===== src/rtl/steal_dma_pkg.sv =====
package steal_dma_pkg;

    localparam logic [3:0] REG_START = 4'd0;
    localparam logic [3:0] REG_LEN   = 4'd1;
    localparam logic [3:0] REG_CTRL  = 4'd2;
    localparam logic [3:0] REG_GO    = 4'd3;
    localparam logic [3:0] REG_STAT  = 4'd4;
    localparam logic [3:0] REG_CHLEN = 4'd5;
    localparam logic [3:0] REG_CHAIN = 4'd8;

    localparam int CTRL_DIR_BIT = 8;
    localparam int STAT_DONE_BIT = 1;
    localparam int STAT_ERR_BIT  = 2;

    typedef enum logic {
        DIR_DEV2MEM = 1'b0,
        DIR_MEM2DEV = 1'b1
    } xfer_dir_e;

    // bit 2 error, bit 1 done, bit 0 busy
    typedef struct packed {
        logic err;
        logic done;
        logic busy;
    } stat_t;

endpackage


===== src/rtl/steal_dma_regs.sv =====
module steal_dma_regs
    import steal_dma_pkg::*;
#(
    parameter int DATA_W      = 32,
    parameter int AW          = 20,
    parameter int CNT_W       = 16,
    parameter int DEV_W       = 4,
    parameter int CHAIN_DEPTH = 8,
    parameter int IDX_W       = 4
) (
    input  logic              clk,
    input  logic              rst,
    input  logic              cfg_wr,
    input  logic [3:0]        cfg_addr,
    input  logic [DATA_W-1:0] cfg_wdata,
    output logic [DATA_W-1:0] cfg_rdata,
    input  stat_t             stat,
    input  logic [IDX_W-1:0]  chain_idx,
    output logic [AW-1:0]     next_base,
    output logic [AW-1:0]     start_addr,
    output logic [CNT_W-1:0]  len,
    output xfer_dir_e         dir,
    output logic [DEV_W-1:0]  dev,
    output logic [IDX_W-1:0]  chain_len,
    output logic              go,
    output logic              clr_done,
    output logic              clr_err
);

    logic [AW-1:0] tbl [CHAIN_DEPTH];

    assign go       = cfg_wr && cfg_addr == REG_GO && cfg_wdata[0];
    assign clr_done = cfg_wr && cfg_addr == REG_STAT && cfg_wdata[STAT_DONE_BIT];
    assign clr_err  = cfg_wr && cfg_addr == REG_STAT && cfg_wdata[STAT_ERR_BIT];

    always_ff @(posedge clk) begin
        if (rst) begin
            start_addr <= '0;
            len        <= '0;
            dir        <= DIR_DEV2MEM;
            dev        <= '0;
            chain_len  <= '0;
        end else if (cfg_wr) begin
            case (cfg_addr)
                REG_START: start_addr <= cfg_wdata[AW-1:0];
                REG_LEN:   len        <= cfg_wdata[CNT_W-1:0];
                REG_CTRL: begin
                    dev <= cfg_wdata[DEV_W-1:0];
                    dir <= xfer_dir_e'(cfg_wdata[CTRL_DIR_BIT]);
                end
                REG_CHLEN: chain_len <= cfg_wdata[IDX_W-1:0];
                default: ;
            endcase
        end
    end

    for (genvar i = 0; i < CHAIN_DEPTH; i++) begin : g_chain
        always_ff @(posedge clk) begin
            if (rst)
                tbl[i] <= '0;
            else if (cfg_wr && cfg_addr == REG_CHAIN + 4'(i))
                tbl[i] <= cfg_wdata[AW-1:0];
        end
    end

    always_comb begin
        next_base = '0;
        for (int i = 0; i < CHAIN_DEPTH; i++)
            if (chain_idx == IDX_W'(i)) next_base = tbl[i];
    end

    always_comb begin
        cfg_rdata = '0;
        case (cfg_addr)
            REG_START: cfg_rdata = DATA_W'(start_addr);
            REG_LEN:   cfg_rdata = DATA_W'(len);
            REG_CTRL:  cfg_rdata = DATA_W'(dev) | (DATA_W'(dir) << CTRL_DIR_BIT);
            REG_STAT:  cfg_rdata = DATA_W'(stat);
            REG_CHLEN: cfg_rdata = DATA_W'(chain_len);
            default: begin
                for (int i = 0; i < CHAIN_DEPTH; i++)
                    if (cfg_addr == REG_CHAIN + 4'(i)) cfg_rdata = DATA_W'(tbl[i]);
            end
        endcase
    end

endmodule


===== src/rtl/steal_dma_engine.sv =====
module steal_dma_engine
    import steal_dma_pkg::*;
#(
    parameter int AW          = 20,
    parameter int CNT_W       = 16,
    parameter int PAGE_WORDS  = 1024,
    parameter int CHAIN_DEPTH = 8,
    parameter int IDX_W       = 4
) (
    input  logic             clk,
    input  logic             rst,
    input  logic             go,
    input  logic             clr_done,
    input  logic             clr_err,
    input  logic [AW-1:0]    start_addr,
    input  logic [CNT_W-1:0] len,
    input  logic [IDX_W-1:0] chain_len,
    input  logic [AW-1:0]    next_base,
    input  logic             bus_gnt,
    input  logic             dev_rdy,
    output logic [IDX_W-1:0] chain_idx,
    output logic [AW-1:0]    cur_addr,
    output logic             beat,
    output stat_t            stat
);

    localparam int OFF_W = $clog2(PAGE_WORDS);

    logic [CNT_W-1:0] remain;
    logic             page_end;
    logic             chain_ok;

    assign beat     = stat.busy && bus_gnt && dev_rdy;
    assign page_end = &cur_addr[OFF_W-1:0];
    assign chain_ok = (chain_idx < chain_len) && (chain_idx < IDX_W'(CHAIN_DEPTH));

    always_ff @(posedge clk) begin
        if (rst) begin
            stat      <= '0;
            cur_addr  <= '0;
            remain    <= '0;
            chain_idx <= '0;
        end else begin
            if (clr_done) stat.done <= 1'b0;
            if (clr_err)  stat.err  <= 1'b0;
            if (go && !stat.busy) begin
                stat.err  <= 1'b0;
                chain_idx <= '0;
                if (len == '0) begin
                    stat.done <= 1'b1;
                end else begin
                    stat.done <= 1'b0;
                    stat.busy <= 1'b1;
                    cur_addr  <= start_addr;
                    remain    <= len;
                end
            end else if (beat) begin
                remain   <= remain - 1'b1;
                cur_addr <= cur_addr + 1'b1;
                if (remain == CNT_W'(1)) begin
                    stat.busy <= 1'b0;
                    stat.done <= 1'b1;
                end else if (page_end) begin
                    if (chain_ok) begin
                        cur_addr  <= {next_base[AW-1:OFF_W], {OFF_W{1'b0}}};
                        chain_idx <= chain_idx + 1'b1;
                    end else begin
                        stat.busy <= 1'b0;
                        stat.err  <= 1'b1;
                    end
                end
            end
        end
    end

endmodule


===== src/rtl/steal_dma.sv =====
module steal_dma
    import steal_dma_pkg::*;
#(
    parameter int DATA_W      = 32,
    parameter int AW          = 20,
    parameter int CNT_W       = 16,
    parameter int DEV_W       = 4,
    parameter int PAGE_WORDS  = 1024,
    parameter int CHAIN_DEPTH = 8
) (
    input  logic              clk,
    input  logic              rst,
    input  logic              cfg_wr,
    input  logic [3:0]        cfg_addr,
    input  logic [DATA_W-1:0] cfg_wdata,
    output logic [DATA_W-1:0] cfg_rdata,
    output logic              irq,
    output logic              bus_req,
    input  logic              bus_gnt,
    output logic              mem_req,
    output logic              mem_we,
    output logic [AW-1:0]     mem_addr,
    output logic [DATA_W-1:0] mem_wdata,
    input  logic [DATA_W-1:0] mem_rdata,
    output logic [DEV_W-1:0]  dev_id,
    output logic              dev_dir,
    input  logic              dev_rdy,
    output logic              dev_ack,
    input  logic [DATA_W-1:0] dev_rdata,
    output logic [DATA_W-1:0] dev_wdata
);

    localparam int IDX_W = $clog2(CHAIN_DEPTH + 1);

    logic [AW-1:0]    start_addr;
    logic [AW-1:0]    next_base;
    logic [CNT_W-1:0] len;
    logic [IDX_W-1:0] chain_len;
    logic [IDX_W-1:0] chain_idx;
    xfer_dir_e        dir;
    logic             go, clr_done, clr_err, beat;
    stat_t            stat;

    steal_dma_regs #(
        .DATA_W(DATA_W), .AW(AW), .CNT_W(CNT_W), .DEV_W(DEV_W),
        .CHAIN_DEPTH(CHAIN_DEPTH), .IDX_W(IDX_W)
    ) u_regs (
        .clk(clk), .rst(rst), .cfg_wr(cfg_wr), .cfg_addr(cfg_addr),
        .cfg_wdata(cfg_wdata), .cfg_rdata(cfg_rdata), .stat(stat),
        .chain_idx(chain_idx), .next_base(next_base), .start_addr(start_addr),
        .len(len), .dir(dir), .dev(dev_id), .chain_len(chain_len), .go(go),
        .clr_done(clr_done), .clr_err(clr_err)
    );

    steal_dma_engine #(
        .AW(AW), .CNT_W(CNT_W), .PAGE_WORDS(PAGE_WORDS),
        .CHAIN_DEPTH(CHAIN_DEPTH), .IDX_W(IDX_W)
    ) u_eng (
        .clk(clk), .rst(rst), .go(go), .clr_done(clr_done), .clr_err(clr_err),
        .start_addr(start_addr), .len(len), .chain_len(chain_len),
        .next_base(next_base), .bus_gnt(bus_gnt), .dev_rdy(dev_rdy),
        .chain_idx(chain_idx), .cur_addr(mem_addr), .beat(beat), .stat(stat)
    );

    assign irq       = stat.done || stat.err;
    assign bus_req   = stat.busy;
    assign mem_req   = beat;
    assign dev_ack   = beat;
    assign mem_we    = (dir == DIR_DEV2MEM);
    assign dev_dir   = dir;
    assign mem_wdata = dev_rdata;
    assign dev_wdata = mem_rdata;

endmodule


===== config.mk =====
export PLATFORM = sky130hd
export DESIGN_NAME = steal_dma
export DESIGN_NICKNAME = d
export VERILOG_FILES = /design/src/rtl/steal_dma_pkg.sv /design/src/rtl/steal_dma_regs.sv /design/src/rtl/steal_dma_engine.sv /design/src/rtl/steal_dma.sv
export SDC_FILE = /design/constraint.sdc
export NUM_CORES = 1
export LEC_CHECK = 0
export ABC_AREA = 1
export BUFFER_PORTS_ARGS = -buffer_cell sky130_fd_sc_hd__buf_2
export CORE_AREA = 2 2 155 157
export CTS_CLUSTER_DIAMETER = 150
export DETAILED_ROUTE_END_ITERATION = 10
export DIE_AREA = 0 0 157 159
export PLACE_DENSITY = 0.79
export RECOVER_POWER = 50
export SLEW_MARGIN = 20
export SYNTH_ARGS = -nofsm -noshare
export SYNTH_HDL_FRONTEND = slang
export SYNTH_SLANG_ARGS = --single-unit

===== constraint.sdc =====
create_clock -name clk -period 3.55 [get_ports clk]
set_input_delay 0.5325 -clock clk [delete_from_list [all_inputs] [get_ports clk]]
set_output_delay 0.5325 -clock clk [all_outputs]
set_load 0.1 [all_outputs]

Yosys cells after proc, flatten, opt, wreduce, memory -nomap -nowiden:

Memories as Yosys holds them, arrays and structs flattened.
Index checks and enable logic that the tools add are counted.
W data, S select, Z words.

* $add $sub $neg: 3
* order comparisons: 2
* equality and inequality tests: 23
* multiplexer cells: 73
* bitwise operators: 11
* reductions and logical operators: 33

Operator list (number)
* $mux W20: 30
* $pmux W32 S5: 1
* $mux W16: 3
* $mux W1: 37
* $eq A4 B4 Y1 const B: 8
* $eq A4 B3 Y1 const B: 6
* $add A20 B1 Y20 const B: 1
* $logic_and A1 B1 Y1: 17
* $eq A16 B1 Y1 const B: 1
* $eq A4 B2 Y1 const B: 4
* $logic_not A16 Y1: 1
* $sub A16 B1 Y16 const B: 1
* $reduce_and A13 Y1: 1
* $reduce_and A10 Y1: 1
* $reduce_and A2 Y1: 5
* $or A4 B9 Y9: 1
* $eq A4 B1 Y1 const B: 2
* $logic_not A4 Y1: 2
* $or A1 B1 Y1: 8
* $add A4 B1 Y4 const B: 1
* $lt A4 B4 Y1: 1
* $lt A4 B4 Y1 const B: 1
* $reduce_and A4 Y1: 1
* $mux W3: 1
* 9 further kinds: 10

* bits in registers: 88
* memory bits (writable): 160
* input port bits: 105
* output and inout bits: 126
* word-level logic and storage cells: 157
* memories kept: 1

Memories
* u_regs.tbl: depth 8, bits a word 20, rd ports 8, clocked after memory_dff 0, wr ports 8, line steal_dma_regs.sv:30 `logic [AW-1:0] tbl [CHAIN_DEPTH];`

Logic depth before layout (Yosys ltp):

* depth in word-level cells: 14
* gate-level depth with buffers: 13
* mapped depth without buffers: 13

Modules after synthesis:

A second synthesis with hierarchy kept.

* cell total of the unflattened synthesis: 1857
* area, all modules: 14107.3 sq um

Modules (own cells, without submodules)
* steal_dma_regs: times used 1, cells each 1282, area each 10420.0 sq um, seq. area each 5705.5 sq um
* steal_dma_engine: times used 1, cells each 506, area each 3184.3 sq um, seq. area each 860.8 sq um
* steal_dma: times used 1, cells each 69, area each 503.0 sq um, seq. area each 0.0 sq um

Worst setup path before layout:

OpenSTA, ideal clock, no wires.

* path type: input to output
* start: input cfg_addr[0]
* end: output cfg_rdata[16]
* data arrival time: 2957 ps
* required time: 3017 ps
* slack: 60 ps
* cell stages on the path: 6
* buffers on the path: 1
* cell sequence: nor2_1 inv_2 nor2_2 clkinv_1 clkbuf_1 o2111ai_1

* cells in the longest elaborated chain, start to end: 10
* elaborated cells on any way between the ends: 22
* those cells by class: eq/ne (12); mux (9); reduce/logical (1)

Ends and longest elaborated chain
* start: declaration: line steal_dma.sv:14 `input logic [3:0] cfg_addr,`
* $eq A4 B4 Y1: line steal_dma_regs.sv:82 `if (cfg_addr == REG_CHAIN + 4'(i)) cfg_rdata = DATA_W'(tbl[i]);`
* $mux W20 (8 in series): line steal_dma_regs.sv:82
* $pmux W32 S5 (*): line steal_dma_regs.sv:74 `case (cfg_addr)`
* end: declaration: line steal_dma.sv:16 `output logic [DATA_W-1:0] cfg_rdata,`

Every way passes the cells marked *; elsewhere a longest branch is shown, timed or not.

Final worst setup path:

Ends and elaborated chain as after synthesis.

==> qor.tcl <==
set qor(outcome) {complete, but fails checks}
set qor(violations) {max-capacitance violations, max-slew violations}
set qor(first_pass_iters) 6
set qor(drt-total-wl_um) 38970
set qor(synth_warnings) 0
set qor(setup_total_negative_slack_ps) 0
set qor(ctsHtreeMaxLevel) 1
set qor(synth-seq-cells) 248
set qor(synthArstFlopShare) 0
set qor(met1_length_um) 14890
set qor(critical_path.slowest_cell) {clkbuf_1}
set qor(synth.yosys.seq_area_share) 0.5043
set qor(slew-limit-headroom) -0.04554
set qor(area_delta_synth_final_pct) 10.12
set qor(grt_antenna_before_repair) 1
set qor(path_clk_slew_ps) 60
set qor(synthDistinctLibCells) 50
set qor(die_area_sq_mm) 0.02496
set qor(wl_met2_um) 17360
set qor(synth_flop_cell) {edfxtp_1}
set qor(crit_path_cell_trace) {clkbuf_1 > nor2_1 > clkinv_1 > nor2_1 > clkbuf_1 > nand2_1 > nand4_1 > o21ai_0 > o2111ai_1 > buf_12}
set qor(final_hold_violation_count) 0
set qor(fp.coreArea_sq_mm) 0.02319
set qor(max_cap_viol_count) 1
set qor(fin_crit_ps) 3363
set qor(routabilityCongestion) 0.9852
set qor(slowest_delay_ps) 750
set qor(most-common-layout-cells) {268 x nand2_1, 256 x nor2_1, 160 x edfxtp_1}
set qor(grt_overflow_total) 0
set qor(route.top_layer_used) {met4}
set qor(fin_nets) 1710
set qor(drive_gt1_frac) 0.1090
set qor(irDropWorstVdd_uv) 472.3
set qor(first_iter_violations) 1556
set qor(cp.required_ps) 3020
set qor(cts-resized-gates) 0
set qor(power.static_leakage_nw) 5.627
set qor(maxClockFrequency_mhz) 297.4
set qor(drc) 0
set qor(root_buffer) {clkbuf_16}
set qor(crit_fanout) 16
set qor(post_cts.repair.setup_buffers) 0
set qor(critical_path_class) {primary input to primary output}
set qor(ios) 231
set qor(fp.dieW_um) 157
set qor(edff_count_synth) 160
set qor(grt_max_degree) 39
set qor(crit_path_end_kind) {primary output}
set qor(detailedPlacementHpwl_um) 27160
set qor(tritoncts_num_sinks) 248
set qor(grt_setup_unrepaired) {no}
set qor(vias) 11560
set qor(most_frequent_standard_cell_in_the_layout_excluding_fill_and_tap_cells) {nand2_1}
set qor(fin_worst_skew_ps) 15.26
set qor(syn_inst) 1581
set qor(setup_violations) 0
set qor(setup.worst_path.start_class) {primary input}
set qor(final_util) 0.6183
set qor(timing.critical_path.arrival_ps) 2830
set qor(track_usage) 0.3093
set qor(start_util) 0.5614
set qor(vias_in_the_first_global_route) 10870
set qor(min_period_over_period) 0.9473
set qor(met3_wirelength_um) 5080
set qor(areal_power_density_over_the_cells_mw_per_mm2) 469.7
set qor(route.detailed.wl_per_inst_um) 20.16
set qor(worst_hold_path_type) {primary input to register}
set qor(cts_buffers) 26
set qor(synthesis.area_sq_mm) 0.01302
set qor(cts_tree) {done}
set qor(vias_per_cell) 5.978
set qor(num_antenna_cells) 0
set qor(grt_pass1_wl_um) 60020
set qor(transition_time_at_the_pin_with_the_least_slew_margin_ps) 1568
set qor(buffer_ports.inserted) 78
set qor(syn_avg_cell_area_sq_um) 8.236
set qor(worst_skew_pair.late_latency_ps) 550
set qor(drtAntennaViolNets) 0
set qor(cts-root-to-sink-buffers) 3
set qor(fp-row-count) 56
set qor(hold_buffers) 0
set qor(dieHeight_um) 159
set qor(final_max_slew_viol_count) 39
## layout make-up
class	count	area [sq um]
fillers	1950	8853
flip-flops and latches	248	6566
multi-input cells	1025	4931
repair buffers	123	967.2
clock buffers	30	675.6
inverters	171	643.1
well taps	319	399.1
clock inverters	17	156.4
## metrics by stage
stage / cell area, sq um / instances / worst slack, ps / hold WS, ps / total power [W]
floorplan: 13060 / 1592 / 60.32 / 444.2 / 0.004154
global placement: 13620 / 1886 / 421.0 / 455.1 / 0.004094
detailed placement: 13620 / 1886 / 380.6 / 460.1 / 0.004109
CTS: 14450 / 1933 / 356.6 / 293.9 / 0.006731
global route: 14340 / 1933 / 69.45 / 326.0 / 0.006886
finish: 14340 / 1933 / 187.0 / 307.4 / 0.006735
## sequential cells by signal (all words and copies together) (netlist names)
name and flops:
u_eng.chain_idx 4, u_regs.start_addr 20, u_regs.dev 4, u_eng.remain 16
u_regs.chain_len 4, u_regs.tbl 160, u_regs.dir 1, u_eng.cur_addr 20
u_eng.stat 3, u_regs.len 16
## critical path: cells and delay by family
| kind | cells | cell delay (ps) |
|---|---|---|
| AO/OA/AOI/OAI | 2 | 270 |
| buffers and inverters | 4 | 1230 |
| AND/OR/NAND/NOR | 4 | 770 |
## synth_stat cells, types with 2 or more instances
cell type | number | area (sq um)
a211oi_1 | 8 | 60.06
a211oi_2 | 2 | 25.02
a21oi_1 | 111 | 555.5
a221oi_1 | 2 | 17.52
a22o_1 | 10 | 87.58
a31oi_1 | 9 | 56.30
buf_2 | 8 | 40.04
buf_4 | 77 | 578.1
buf_6 | 5 | 56.30
clkbuf_1 | 56 | 210.2
clkinv_1 | 6 | 22.52
dfxtp_1 | 88 | 1762
edfxtp_1 | 160 | 4805
ha_1 | 10 | 125.1
inv_1 | 157 | 589.3
inv_2 | 7 | 26.28
nand2_1 | 267 | 1002
nand2_2 | 2 | 12.51
nand3_1 | 96 | 480.5
nand3_2 | 2 | 20.02
nand4_1 | 47 | 294.0
nor2_1 | 253 | 949.7
nor2_2 | 9 | 56.30
nor3_1 | 6 | 30.03
nor4_1 | 5 | 31.28
o2111ai_1 | 4 | 35.03
o211ai_1 | 3 | 22.52
o21ai_0 | 99 | 495.5
o221ai_1 | 6 | 52.55
o22ai_1 | 25 | 156.4
o22ai_2 | 2 | 25.02
or2_0 | 3 | 18.77
or2_2 | 9 | 56.30
xnor2_1 | 4 | 35.03
xor2_1 | 8 | 70.07
## power breakdown
part           switching [W]  leakage (nW)  internal (W)
Sequential         0.0000515          2.24       0.00319
Combinational       0.000602          2.97      0.000204
Clock                0.00117         0.412       0.00151
## final timing paths
check                                              to                 start  cells past startpoint  slack, ps
worst max-delay path                    cfg_rdata[16]           cfg_addr[0]                     10        190
worst min-delay path            u_regs.start_addr[17]         cfg_wdata[17]                      3        310
worst max register to register     u_eng.cur_addr[16]         u_eng.stat[0]                      8        410
worst min register to register   u_regs.start_addr[5]  u_regs.start_addr[5]                      2        480
## cell families after synthesis
| group | count (synthesis) | synth area share |
|---|---|---|
| buffers and inverters | 319 | 0.1188 |
| xor gates and xnor gates | 12 | 0.008071 |
| and+or+nand+nor | 705 | 0.2326 |
| AOI/OAI and AO/OA | 286 | 0.1264 |
| adders and majority gates | 10 | 0.009609 |
| other | 1 | 0.0002880 |
| DFF | 248 | 0.5043 |
## metal layers
| layer | track usage | vias to the layer above |
|---|---|---|
| met5 | 0 | - |
| li1 | - | 5238 |
| met2 | 0.4747 | 780 |
| met3 | 0.06696 | 132 |
| met4 | 0.1239 | 0 |
| met1 | 0.4283 | 5405 |
Power figures use the tool's default switching activity.
